$ cat config.mk
export PLATFORM = sky130hd
export DESIGN_NAME = acq_cycle_seq
export DESIGN_NICKNAME = d
export VERILOG_FILES = /design/src/rtl/acq_pkg.sv /design/src/rtl/acq_busy_port.sv /design/src/rtl/acq_port_delay.sv /design/src/rtl/acq_cycle_fsm.sv /design/src/rtl/acq_cycle_seq.sv
export SDC_FILE = /design/constraint.sdc
export NUM_CORES = 1
export LEC_CHECK = 0
export ABC_AREA = 1
export CORE_MARGIN = 5
export CORE_UTILIZATION = 61
export DETAILED_ROUTE_END_ITERATION = 7
export GPL_ROUTABILITY_DRIVEN = 0
export GPL_TIMING_DRIVEN = 0
export PLACE_DENSITY = 0.9
export SLEW_MARGIN = 10
export SYNTH_ARGS = -nofsm -noshare
export SYNTH_HDL_FRONTEND = slang
export SYNTH_SLANG_ARGS = --single-unit
$ cat constraint.sdc
create_clock -name clk -period 5.6 [get_ports clk]
set_input_delay 1.68 -clock clk [delete_from_list [all_inputs] [get_ports clk]]
set_output_delay 1.68 -clock clk [all_outputs]
set_load 0.01 [all_outputs]
$ cat src/rtl/acq_pkg.sv
package acq_pkg;
  typedef enum logic [2:0] {
    ST_IDLE      = 3'd0,
    ST_WAIT_TRIG = 3'd1,
    ST_ACTIVE    = 3'd2,
    ST_STOPPING  = 3'd3,
    ST_WAIT_BUSY = 3'd4
  } seq_state_e;
endpackage

$ cat src/rtl/acq_busy_port.sv
module acq_busy_port #(
  parameter int TO_W = 8
) (
  input  logic            clk,
  input  logic            rst_n,
  input  logic            busy_raw,
  input  logic            osc_sel,
  input  logic            mask,
  input  logic [TO_W-1:0] timeout,
  output logic            busy_o
);
  logic [1:0]      sync_q;
  logic            line_d;
  logic [TO_W-1:0] hold_cnt;
  logic            edge_seen;

  assign edge_seen = sync_q[1] ^ line_d;

  always_ff @(posedge clk or negedge rst_n) begin
    if (!rst_n) begin
      sync_q   <= '0;
      line_d   <= 1'b0;
      hold_cnt <= '0;
      busy_o   <= 1'b0;
    end else begin
      sync_q <= {sync_q[0], busy_raw};
      line_d <= sync_q[1];
      if (edge_seen) begin
        hold_cnt <= timeout;
      end else if (hold_cnt != '0) begin
        hold_cnt <= hold_cnt - TO_W'(1);
      end
      busy_o <= !mask && (osc_sel ? (hold_cnt != '0) : sync_q[1]);
    end
  end
endmodule

$ cat src/rtl/acq_port_delay.sv
module acq_port_delay #(
  parameter int DLY_W = 8
) (
  input  logic             clk,
  input  logic             rst_n,
  input  logic             cyc_start,
  input  logic             cyc_stop,
  input  logic             trig_in,
  input  logic [DLY_W-1:0] start_dly,
  input  logic [DLY_W-1:0] stop_dly,
  output logic             port_start,
  output logic             port_stop,
  output logic             port_valid,
  output logic             pending
);
  logic             st_pend, sp_pend;
  logic [DLY_W-1:0] st_cnt, sp_cnt;
  logic             st_fire, sp_fire;
  logic             win_q;

  always_comb begin
    st_fire = cyc_start ? (start_dly == '0) : (st_pend && st_cnt == '0);
    sp_fire = cyc_stop  ? (stop_dly  == '0) : (sp_pend && sp_cnt == '0);
  end

  assign pending = st_pend | sp_pend;

  always_ff @(posedge clk or negedge rst_n) begin
    if (!rst_n) begin
      st_pend    <= 1'b0;
      sp_pend    <= 1'b0;
      st_cnt     <= '0;
      sp_cnt     <= '0;
      win_q      <= 1'b0;
      port_start <= 1'b0;
      port_stop  <= 1'b0;
      port_valid <= 1'b0;
    end else begin
      port_start <= st_fire;
      port_stop  <= sp_fire;
      port_valid <= trig_in & win_q;

      if (cyc_start) begin
        st_pend <= (start_dly != '0);
        st_cnt  <= start_dly - DLY_W'(1);
      end else if (st_pend) begin
        if (st_cnt == '0) st_pend <= 1'b0;
        else              st_cnt  <= st_cnt - DLY_W'(1);
      end

      if (cyc_stop) begin
        sp_pend <= (stop_dly != '0);
        sp_cnt  <= stop_dly - DLY_W'(1);
      end else if (sp_pend) begin
        if (sp_cnt == '0) sp_pend <= 1'b0;
        else              sp_cnt  <= sp_cnt - DLY_W'(1);
      end

      if (st_fire) win_q <= 1'b1;
      if (sp_fire) win_q <= 1'b0;
    end
  end
endmodule

$ cat src/rtl/acq_cycle_fsm.sv
module acq_cycle_fsm
  import acq_pkg::*;
#(
  parameter int TMR_W = 24,
  parameter int CNT_W = 16
) (
  input  logic             clk,
  input  logic             rst_n,
  input  logic             run_en,
  input  logic             mode_spill,
  input  logic             spill_gate,
  input  logic [TMR_W-1:0] period_cyc,
  input  logic [TMR_W-1:0] live_cyc,
  input  logic             busy_any,
  input  logic             pending_any,
  output logic             cyc_start,
  output logic             cyc_stop,
  output logic             fsm_active,
  output logic [CNT_W-1:0] cycle_count
);
  seq_state_e       state;
  logic [TMR_W-1:0] tmr;
  logic [TMR_W:0]   tmr_nx;
  logic             period_due, live_done, may_start;

  always_comb begin
    tmr_nx     = {1'b0, tmr} + {{TMR_W{1'b0}}, 1'b1};
    period_due = tmr_nx >= {1'b0, period_cyc};
    live_done  = tmr_nx >= {1'b0, live_cyc};
    may_start  = mode_spill ? (spill_gate && !busy_any) : period_due;
  end

  assign fsm_active = (state == ST_ACTIVE);

  always_ff @(posedge clk or negedge rst_n) begin
    if (!rst_n) begin
      state       <= ST_IDLE;
      tmr         <= '0;
      cyc_start   <= 1'b0;
      cyc_stop    <= 1'b0;
      cycle_count <= '0;
    end else begin
      cyc_start <= 1'b0;
      cyc_stop  <= 1'b0;
      if (state != ST_IDLE) tmr <= tmr_nx[TMR_W-1:0];
      unique case (state)
        ST_IDLE: begin
          if (run_en) begin
            state       <= ST_WAIT_TRIG;
            tmr         <= period_cyc - TMR_W'(1);
            cycle_count <= '0;
          end
        end
        ST_WAIT_TRIG: begin
          if (!run_en) begin
            state <= ST_IDLE;
          end else if (may_start) begin
            state       <= ST_ACTIVE;
            cyc_start   <= 1'b1;
            tmr         <= '0;
            cycle_count <= cycle_count + CNT_W'(1);
          end
        end
        ST_ACTIVE: begin
          if (!run_en || (mode_spill && !spill_gate) || live_done) begin
            state    <= ST_STOPPING;
            cyc_stop <= 1'b1;
          end
        end
        ST_STOPPING: begin
          if (!pending_any && !cyc_stop) state <= ST_WAIT_BUSY;
        end
        ST_WAIT_BUSY: begin
          if (!run_en) begin
            state <= ST_IDLE;
          end else if (!mode_spill || !busy_any) begin
            state <= ST_WAIT_TRIG;
          end
        end
        default: state <= ST_IDLE;
      endcase
    end
  end
endmodule

$ cat src/rtl/acq_cycle_seq.sv
module acq_cycle_seq #(
  parameter int NPORT = 3,
  parameter int DLY_W = 8,
  parameter int TMR_W = 24,
  parameter int TO_W  = 8,
  parameter int CNT_W = 16
) (
  input  logic                   clk,
  input  logic                   rst_n,
  input  logic                   run_en,
  input  logic                   mode_spill,
  input  logic                   spill_gate,
  input  logic [TMR_W-1:0]       period_cyc,
  input  logic [TMR_W-1:0]       live_cyc,
  input  logic [NPORT*DLY_W-1:0] start_dly,
  input  logic [NPORT*DLY_W-1:0] stop_dly,
  input  logic [NPORT-1:0]       busy_in,
  input  logic [NPORT-1:0]       busy_osc,
  input  logic [NPORT-1:0]       busy_mask,
  input  logic [TO_W-1:0]        osc_timeout,
  input  logic                   trig_in,
  output logic [NPORT-1:0]       port_start,
  output logic [NPORT-1:0]       port_stop,
  output logic [NPORT-1:0]       port_valid,
  output logic [CNT_W-1:0]       cycle_count
);
  localparam int DLY_BUS = NPORT * DLY_W;

  logic [NPORT-1:0] busy_vec;
  logic [NPORT-1:0] pend_vec;
  logic             busy_any, pending_any;
  logic             cyc_start, cyc_stop, fsm_active;

  assign busy_any    = |busy_vec;
  assign pending_any = |pend_vec;

  for (genvar i = 0; i < NPORT; i++) begin : g_port
    acq_busy_port #(.TO_W(TO_W)) u_busy (
      .clk      (clk),
      .rst_n    (rst_n),
      .busy_raw (busy_in[i]),
      .osc_sel  (busy_osc[i]),
      .mask     (busy_mask[i]),
      .timeout  (osc_timeout),
      .busy_o   (busy_vec[i])
    );

    acq_port_delay #(.DLY_W(DLY_W)) u_dly (
      .clk        (clk),
      .rst_n      (rst_n),
      .cyc_start  (cyc_start),
      .cyc_stop   (cyc_stop),
      .trig_in    (trig_in),
      .start_dly  (start_dly[i*DLY_W +: DLY_W]),
      .stop_dly   (stop_dly[i*DLY_W +: DLY_W]),
      .port_start (port_start[i]),
      .port_stop  (port_stop[i]),
      .port_valid (port_valid[i]),
      .pending    (pend_vec[i])
    );
  end

  acq_cycle_fsm #(.TMR_W(TMR_W), .CNT_W(CNT_W)) u_fsm (
    .clk         (clk),
    .rst_n       (rst_n),
    .run_en      (run_en),
    .mode_spill  (mode_spill),
    .spill_gate  (spill_gate),
    .period_cyc  (period_cyc),
    .live_cyc    (live_cyc),
    .busy_any    (busy_any),
    .pending_any (pending_any),
    .cyc_start   (cyc_start),
    .cyc_stop    (cyc_stop),
    .fsm_active  (fsm_active),
    .cycle_count (cycle_count)
  );

  if (DLY_BUS < NPORT) begin : g_bad_cfg
    $error("DLY_W must be at least 1");
  end
endmodule

# [Word-level counts from Yosys, hierarchy flattened]
# Cells that the tools add are included.
[op_classes] add_sub_neg=18 n_reduce_logical=70 bitwise_logic=9 mux=80 eq_ne=17 magnitude_cmp=2
[ops] operator="$mux W8" n=24
[ops] operator="$sub A8 B1 Y8 const B" n=15
[ops] operator="$logic_not A8 Y1" n=12
[ops] operator="$mux W24" n=4
[ops] operator="$reduce_bool A8 Y1" n=9
[ops] operator="$ge A25 B24 Y1" n=2
[ops] operator="$mux W16" n=3
[ops] operator="$pmux W24 S2" n=1
[ops] operator="$mux W1" n=39
[ops] operator="$pmux W16 S2" n=1
[ops] operator="$reduce_bool A2 Y1" n=13
[ops] operator="$add A24 B1 Y25 const B" n=1
[ops] operator="$sub A24 B1 Y24 const B" n=1
[ops] operator="$mux W3" n=7
[ops] operator="$ne A2 B1 Y1 const B" n=9
[ops] operator="$add A16 B1 Y16 const B" n=1
[ops] operator="$pmux W3 S5" n=1
[ops] operator="$logic_and A1 B1 Y1" n=12
[ops] operator="$reduce_and A2 Y1" n=6
[ops] operator="$logic_not A1 Y1" n=9
[ops] operator="$eq A3 B2 Y1 const B" n=2
[ops] operator="$ne A3 B2 Y1 const B" n=2
[ops] operator="$reduce_or A3 Y1" n=2
[ops] operator="$reduce_and A5 Y1" n=1
[ops] operator="10 further kinds" n=19
[totals] ff_bits=147 word_cells=237 inputBits=119 output_inout_bits=25

# [Depth between registers and ports, before layout]
[logic_depth] depth_word=7 ltp_mapped=24 ltp_nobuf=24

# [By module]
# Synthesis repeated with hierarchy kept, for this count alone.
[hier_totals] hier_cells=1824 hier_area_um2=12035.3
[by_module_without_submodules] module="acq_cycle_fsm" cells_per_inst=813 seq_area_each_um2=1126.1 instances=1 area_per_inst_um2=5237.5
[by_module_without_submodules] module="acq_port_delay" cells_per_inst=238 seq_area_each_um2=550.5 instances=3 area_per_inst_um2=1564.0
[by_module_without_submodules] module="acq_busy_port" cells_per_inst=97 seq_area_each_um2=300.3 instances=3 area_per_inst_um2=694.4
[by_module_without_submodules] module="acq_cycle_seq" cells_per_inst=6 seq_area_each_um2=0.0 instances=1 area_per_inst_um2=22.5

# [Worst setup path after synthesis]
# No wires, ideal clock.
[synth_timing] path_type="input to register" start="input port period_cyc[8]" end="register u_fsm.cycle_count[5]" setup_time_ns=0.119 n_path_buf=1 stages=15 required_ns=5.481 slack_ns=2.488 arrival_time_ns=2.993 path_cell_list="inv_1 ha_1 nand2_1 inv_1 nand3_1 nor2_1 nand2_1 nand2_1 nor2_1 nand3_2 nand3_4 nand2_4 buf_12 nand2_2 o21ai_2"
[synth_between] elab_chain_len=4
[synth_rtl] element="start: declaration" line_no="acq_cycle_seq.sv:13" source="input logic [TMR_W-1:0] period_cyc,"
[synth_rtl] element="$ge A25 B24 Y1" line_no="acq_cycle_fsm.sv:28" source="period_due = tmr_nx >= {1'b0, period_cyc};"
[synth_rtl] element="$mux W1" line_no="acq_cycle_fsm.sv:30" source="may_start = mode_spill ? (spill_gate && !busy_any) : period_due;"
[synth_rtl] element="$ne A2 B1 Y1 (no source line)"
[synth_rtl] element="$reduce_and A4 Y1 (no source line)"
[synth_rtl] element="end signal: assignment" line_no="acq_cycle_fsm.sv:61" source="cycle_count <= cycle_count + CNT_W'(1);"
[synth_rtl] element="end: declaration" line_no="acq_cycle_fsm.sv:19" source="output logic [CNT_W-1:0] cycle_count"
# Every way passes these cells.
# A chain may end at the register's enable or synchronous reset.

# [Worst setup path after layout]
[layout_timing] start="input port period_cyc[19]" end="register u_fsm.tmr[9]"
[layout_between] elab_chain_len=5
[layout_rtl] element="$ge A25 B24 Y1" line_no="acq_cycle_fsm.sv:28"
[layout_rtl] element="$mux W1" line_no="acq_cycle_fsm.sv:30"
[layout_rtl] element="$mux W24" line_no="acq_cycle_fsm.sv:57" source="end else if (may_start) begin"
[layout_rtl] element="$mux W24" line_no="acq_cycle_fsm.sv:55" source="if (!run_en) begin"
[layout_rtl] element="$pmux W24 S2" line_no="acq_cycle_fsm.sv:46" source="unique case (state)"
[layout_rtl] element="end signal: assignment" line_no="acq_cycle_fsm.sv:45" source="if (state != ST_IDLE) tmr <= tmr_nx[TMR_W-1:0];"
[layout_rtl] element="end signal: assignment" line_no="acq_cycle_fsm.sv:50" source="tmr <= period_cyc - TMR_W'(1);"
[layout_rtl] element="end: declaration" line_no="acq_cycle_fsm.sv:22" source="logic [TMR_W-1:0] tmr;"
# Every way passes these cells.

==> results.tsv <==
stage	metric	value	unit
cells_and_area	layout_commonest_cell	nand2_1	
synth	synthAdderAreaFrac	7.32	%
setup_path	crit_family	simple AND/OR/NAND/NOR gates	
timing	maxSlewViolCount	0	
cells_and_area	area_growth	21.2	%
grt	grtUsageMet1	35.8	%
job	maxCapViolCount	0	
timing	slew_headroom	58.8	%
route	wl	29.1	mm
grt	antenna_found_initial	1	
die	coreArea	17300	um^2
route	drc	0	
grt	top_usage_layer	met2	
power_and_ir_drop	power.density	431	nW/um^2
grt	grt_max_degree	100	
clocking	cts.repair.resized	0	
cells_and_area	multi_input_area	5990	um^2
synth	ys_seq_elements	147	
cells_and_area	final_area	13000	um^2
die	die_area	20400	um^2
route	wire_per_inst	15.6	um
cells_and_area	antenna_cells	0	
die	die_h	143	um
timing	setup_ws	1.90	ns
setup_path	cp.depth	16	
clocking	clkTransAtPathRegs	0.06	ns
synth	synth.distinct_cells	60	
cells_and_area	nNetsFinal	1813	
timing	worstMarginPinSlew	0.613	ns
synth	syn-num-nets	1650	
synth	netlist_area	10800	um^2
clocking	clockBufferDepth	2	
grt	use_met3	5.56	%
power_and_ir_drop	total_leakage_power	6.39	nW
synth	synthMuxAreaShare	2.08	%
setup_path	slowest_stage	clkdlybuf4s50_1	
synth	synth_top_family_by_area	simple AND/OR/NAND/NOR gates	
clocking	cts_setup_buffers	0	
setup_path	path_max_fanout	8	
cells_and_area	layout-drive-gt1-share	7.43	%
synth	synthSimpleGateAreaFrac	28.4	%
cells_and_area	register_area	3680	um^2
setup_path	worst_setup_path_start_kind	input port	
setup_path	cpMostUsedCell	nand2_1	
clocking	cts.sinks	147	
route	viasPerCell	5.66	
grt	grt_pass1_wl	47.7	mm
die	start_util	62.2	%
clocking	cts_root_buffer	clkbuf_16	
cells_and_area	layout_common_cells	nand2_1 (343), inv_1 (223), dfrtp_1 (147), clkdlybuf4s50_1 (142), nor2_1 (134)	
route	route.vias.total	10600	
die	placementRows	48	
synth	synth_edf_count	0	
clocking	hold_buffers	0	
cells_and_area	fin_cells	1867	
worst_hold_path	hp-class	reg -> reg	
setup_path	reg2regPathDepth	24	
die	die_w	143	um
place	placed_cell_area	12500	um^2
synth	async_flop_share	100	%
place	io_buffers	143	
route	drtAntennaViolNets	0	
setup_path	crit_path_max_incr_delay	0.52	ns
setup_path	worst-setup-path-type	in -> reg	
grt	grt.total_usage	28.6	%
route	drt-initial-drc-count	850	
worst_hold_path	hold_path_depth	0	
clocking	cts_tree	done	
setup_path	cp.buffers_inverters	3	
status	status	finished clean	
clocking	cts_made_buffers	17	
setup_path	worst_ep_arrival_time	4.00	ns
synth	synth_ff_type	dfrtp_1	
die	io_pins	144	
grt	grt_use_met2	48.3	%
place	post-place-cells	1837	
place	hpwl	22.5	mm
setup_path	crit_chain	clkdlybuf4s50_1, inv_1, ha_1, nand2_1, inv_1, nand3_1, nor2_1, nand2_1, nand2_1, nor2_1, nand3_2, nand3_1, nand2_1, nand2_2, nand2_1, nand2_1	
setup_path	crit_required	5.89	ns
synth	syn_avg_cell_area	7.33	um^2
clocking	htreeDepth	4	
timing	post-route-period-util	66.1	%
setup_path	end_kind	register	
synth	ys_warn_count	0	
cells_and_area	fillers	1303	
timing	max_freq	0.270	GHz
synth	synth-xor-area-share	6.34	%
timing	final-setup-viol-count	0	
synth	ys_seq_area_share	34.2	%
power_and_ir_drop	irDropWorstVdd	0.000239	V
synth	syn_inst	1468	
timing	hold_violations	0	
cells_and_area	final_core_util	75.4	%
grt	grt_pass1_vias	10600	
place	dpl_worst_slack	1.57	ns
timing	finClkSkew	0.00937	ns
timing	rsz0062_at_grt	no	
timing	setup_tns	0	ns
grt	grt_overflow_total	0	
timing	finalCriticalPeriod	3.70	ns
synth	synth_compound_area_share	11.5	%
clocking	insertion_delay	0.42	ns
route	first_pass_iters	6	
[layer usage]
layer	routed length [um]	share of wire (%)
met1	11800	41
met2	13800	48
met3	2190	7.5
met4	1220	4.2
met5	13	0.045
[stage by stage]
stage / power [mW] / hold slack, ns
global placement: 4.34 / 0.332
detailed placement: 4.50 / 0.336
CTS: 5.59 / 0.350
global route: 6.08 / 0.354
floorplan: 3.72 / 0.331
finish: 5.63 / 0.346
[kinds of logic after synthesis]
logic type | after synthesis
buffers and inverters | 267
muxes | 22
DFF | 147
and+or+nand+nor | 681
AOI/OAI and AO/OA | 211
xor gates and xnor gates | 77
adders and majority gates | 63
[area by class of cell]
type,instances,area share [%]
Clock buffer,18,3.29
Tap cell,225,2.16
Multi-Input combinational cell,1054,45.9
Inverter,235,6.78
Buffer,32,1.58
Clock inverter,12,0.844
Timing Repair Buffer,144,11.2
Sequential cell,147,28.2
[registers in the layout, indices dropped and copies added, names as in the netlist]
name / flops
g_port.u_busy.busy_o: 3
g_port.u_busy.hold_cnt: 24
g_port.u_busy.line_d: 3
g_port.u_busy.sync_q: 6
g_port.u_dly.port_start: 3
g_port.u_dly.port_stop: 3
g_port.u_dly.port_valid: 3
g_port.u_dly.sp_cnt: 24
g_port.u_dly.sp_pend: 3
g_port.u_dly.st_cnt: 24
g_port.u_dly.st_pend: 3
g_port.u_dly.win_q: 3
u_fsm.cyc_start: 1
u_fsm.cyc_stop: 1
u_fsm.cycle_count: 16
u_fsm.state: 3
u_fsm.tmr: 24
[power breakdown]
part | leakage, nW | internal, mW | switching (mW)
Clock | 0.254 | 0.606 | 0.459
Combinational | 4.34 | 1.06 | 1.79
Sequential | 1.80 | 1.42 | 0.292
Total | 6.39 | 3.09 | 2.54
[final timing paths]
| path | startpoint | slack, ns | end |
|---|---|---|---|
| setup reg to reg | u_fsm.tmr[0] | 2.07 | u_fsm.tmr[9] |
| max in group asynchronous | rst_n | 3.65 | g_port[0].u_busy.hold_cnt[6] |
| setup / recovery | period_cyc[19] | 1.90 | u_fsm.tmr[9] |
| hold / removal | g_port[2].u_busy.sync_q[0] | 0.35 | g_port[2].u_busy.sync_q[1] |
| min in group asynchronous | rst_n | 1.15 | g_port[2].u_dly.sp_cnt[6] |
| hold reg to reg | g_port[2].u_busy.sync_q[0] | 0.35 | g_port[2].u_busy.sync_q[1] |
[worst reg2reg max path: cells and delay by family (launching register included)]
family / cells / cell delay [ns]
simple gates: 19 / 2.08
buf+inv: 2 / 0.14
flops: 1 / 0.47
xor+xnor: 1 / 0.25
fa+ha+maj: 2 / 0.48
[synth_stat cells, types with 4 or more instances]
library cell | n | share of area (%)
o22ai_1 | 19 | 1.1
o21ai_0 | 83 | 3.9
xor2_1 | 60 | 4.9
or2_2 | 15 | 0.87
mux2i_1 | 19 | 1.8
o21ai_1 | 6 | 0.28
buf_2 | 5 | 0.23
nor2_1 | 134 | 4.7
xnor2_1 | 16 | 1.3
inv_1 | 223 | 7.8
nor3_1 | 38 | 1.8
inv_2 | 10 | 0.35
nand3_1 | 69 | 3.2
ha_1 | 63 | 7.3
o211ai_1 | 8 | 0.56
nand2_1 | 343 | 12
nand4_1 | 21 | 1.2
a31oi_1 | 9 | 0.52
buf_4 | 12 | 0.84
o21ai_2 | 8 | 0.65
o221ai_1 | 5 | 0.41
a22oi_1 | 8 | 0.56
nor4_1 | 18 | 1.0
nand3_2 | 6 | 0.56
nand2_2 | 7 | 0.41
a211oi_1 | 4 | 0.28
a32oi_1 | 4 | 0.33
clkbuf_1 | 11 | 0.38
nor2_2 | 5 | 0.29
dfrtp_1 | 147 | 34
nor2_4 | 7 | 0.73
a21oi_1 | 46 | 2.1
Note: power is estimated with default switching activity, not from simulation.
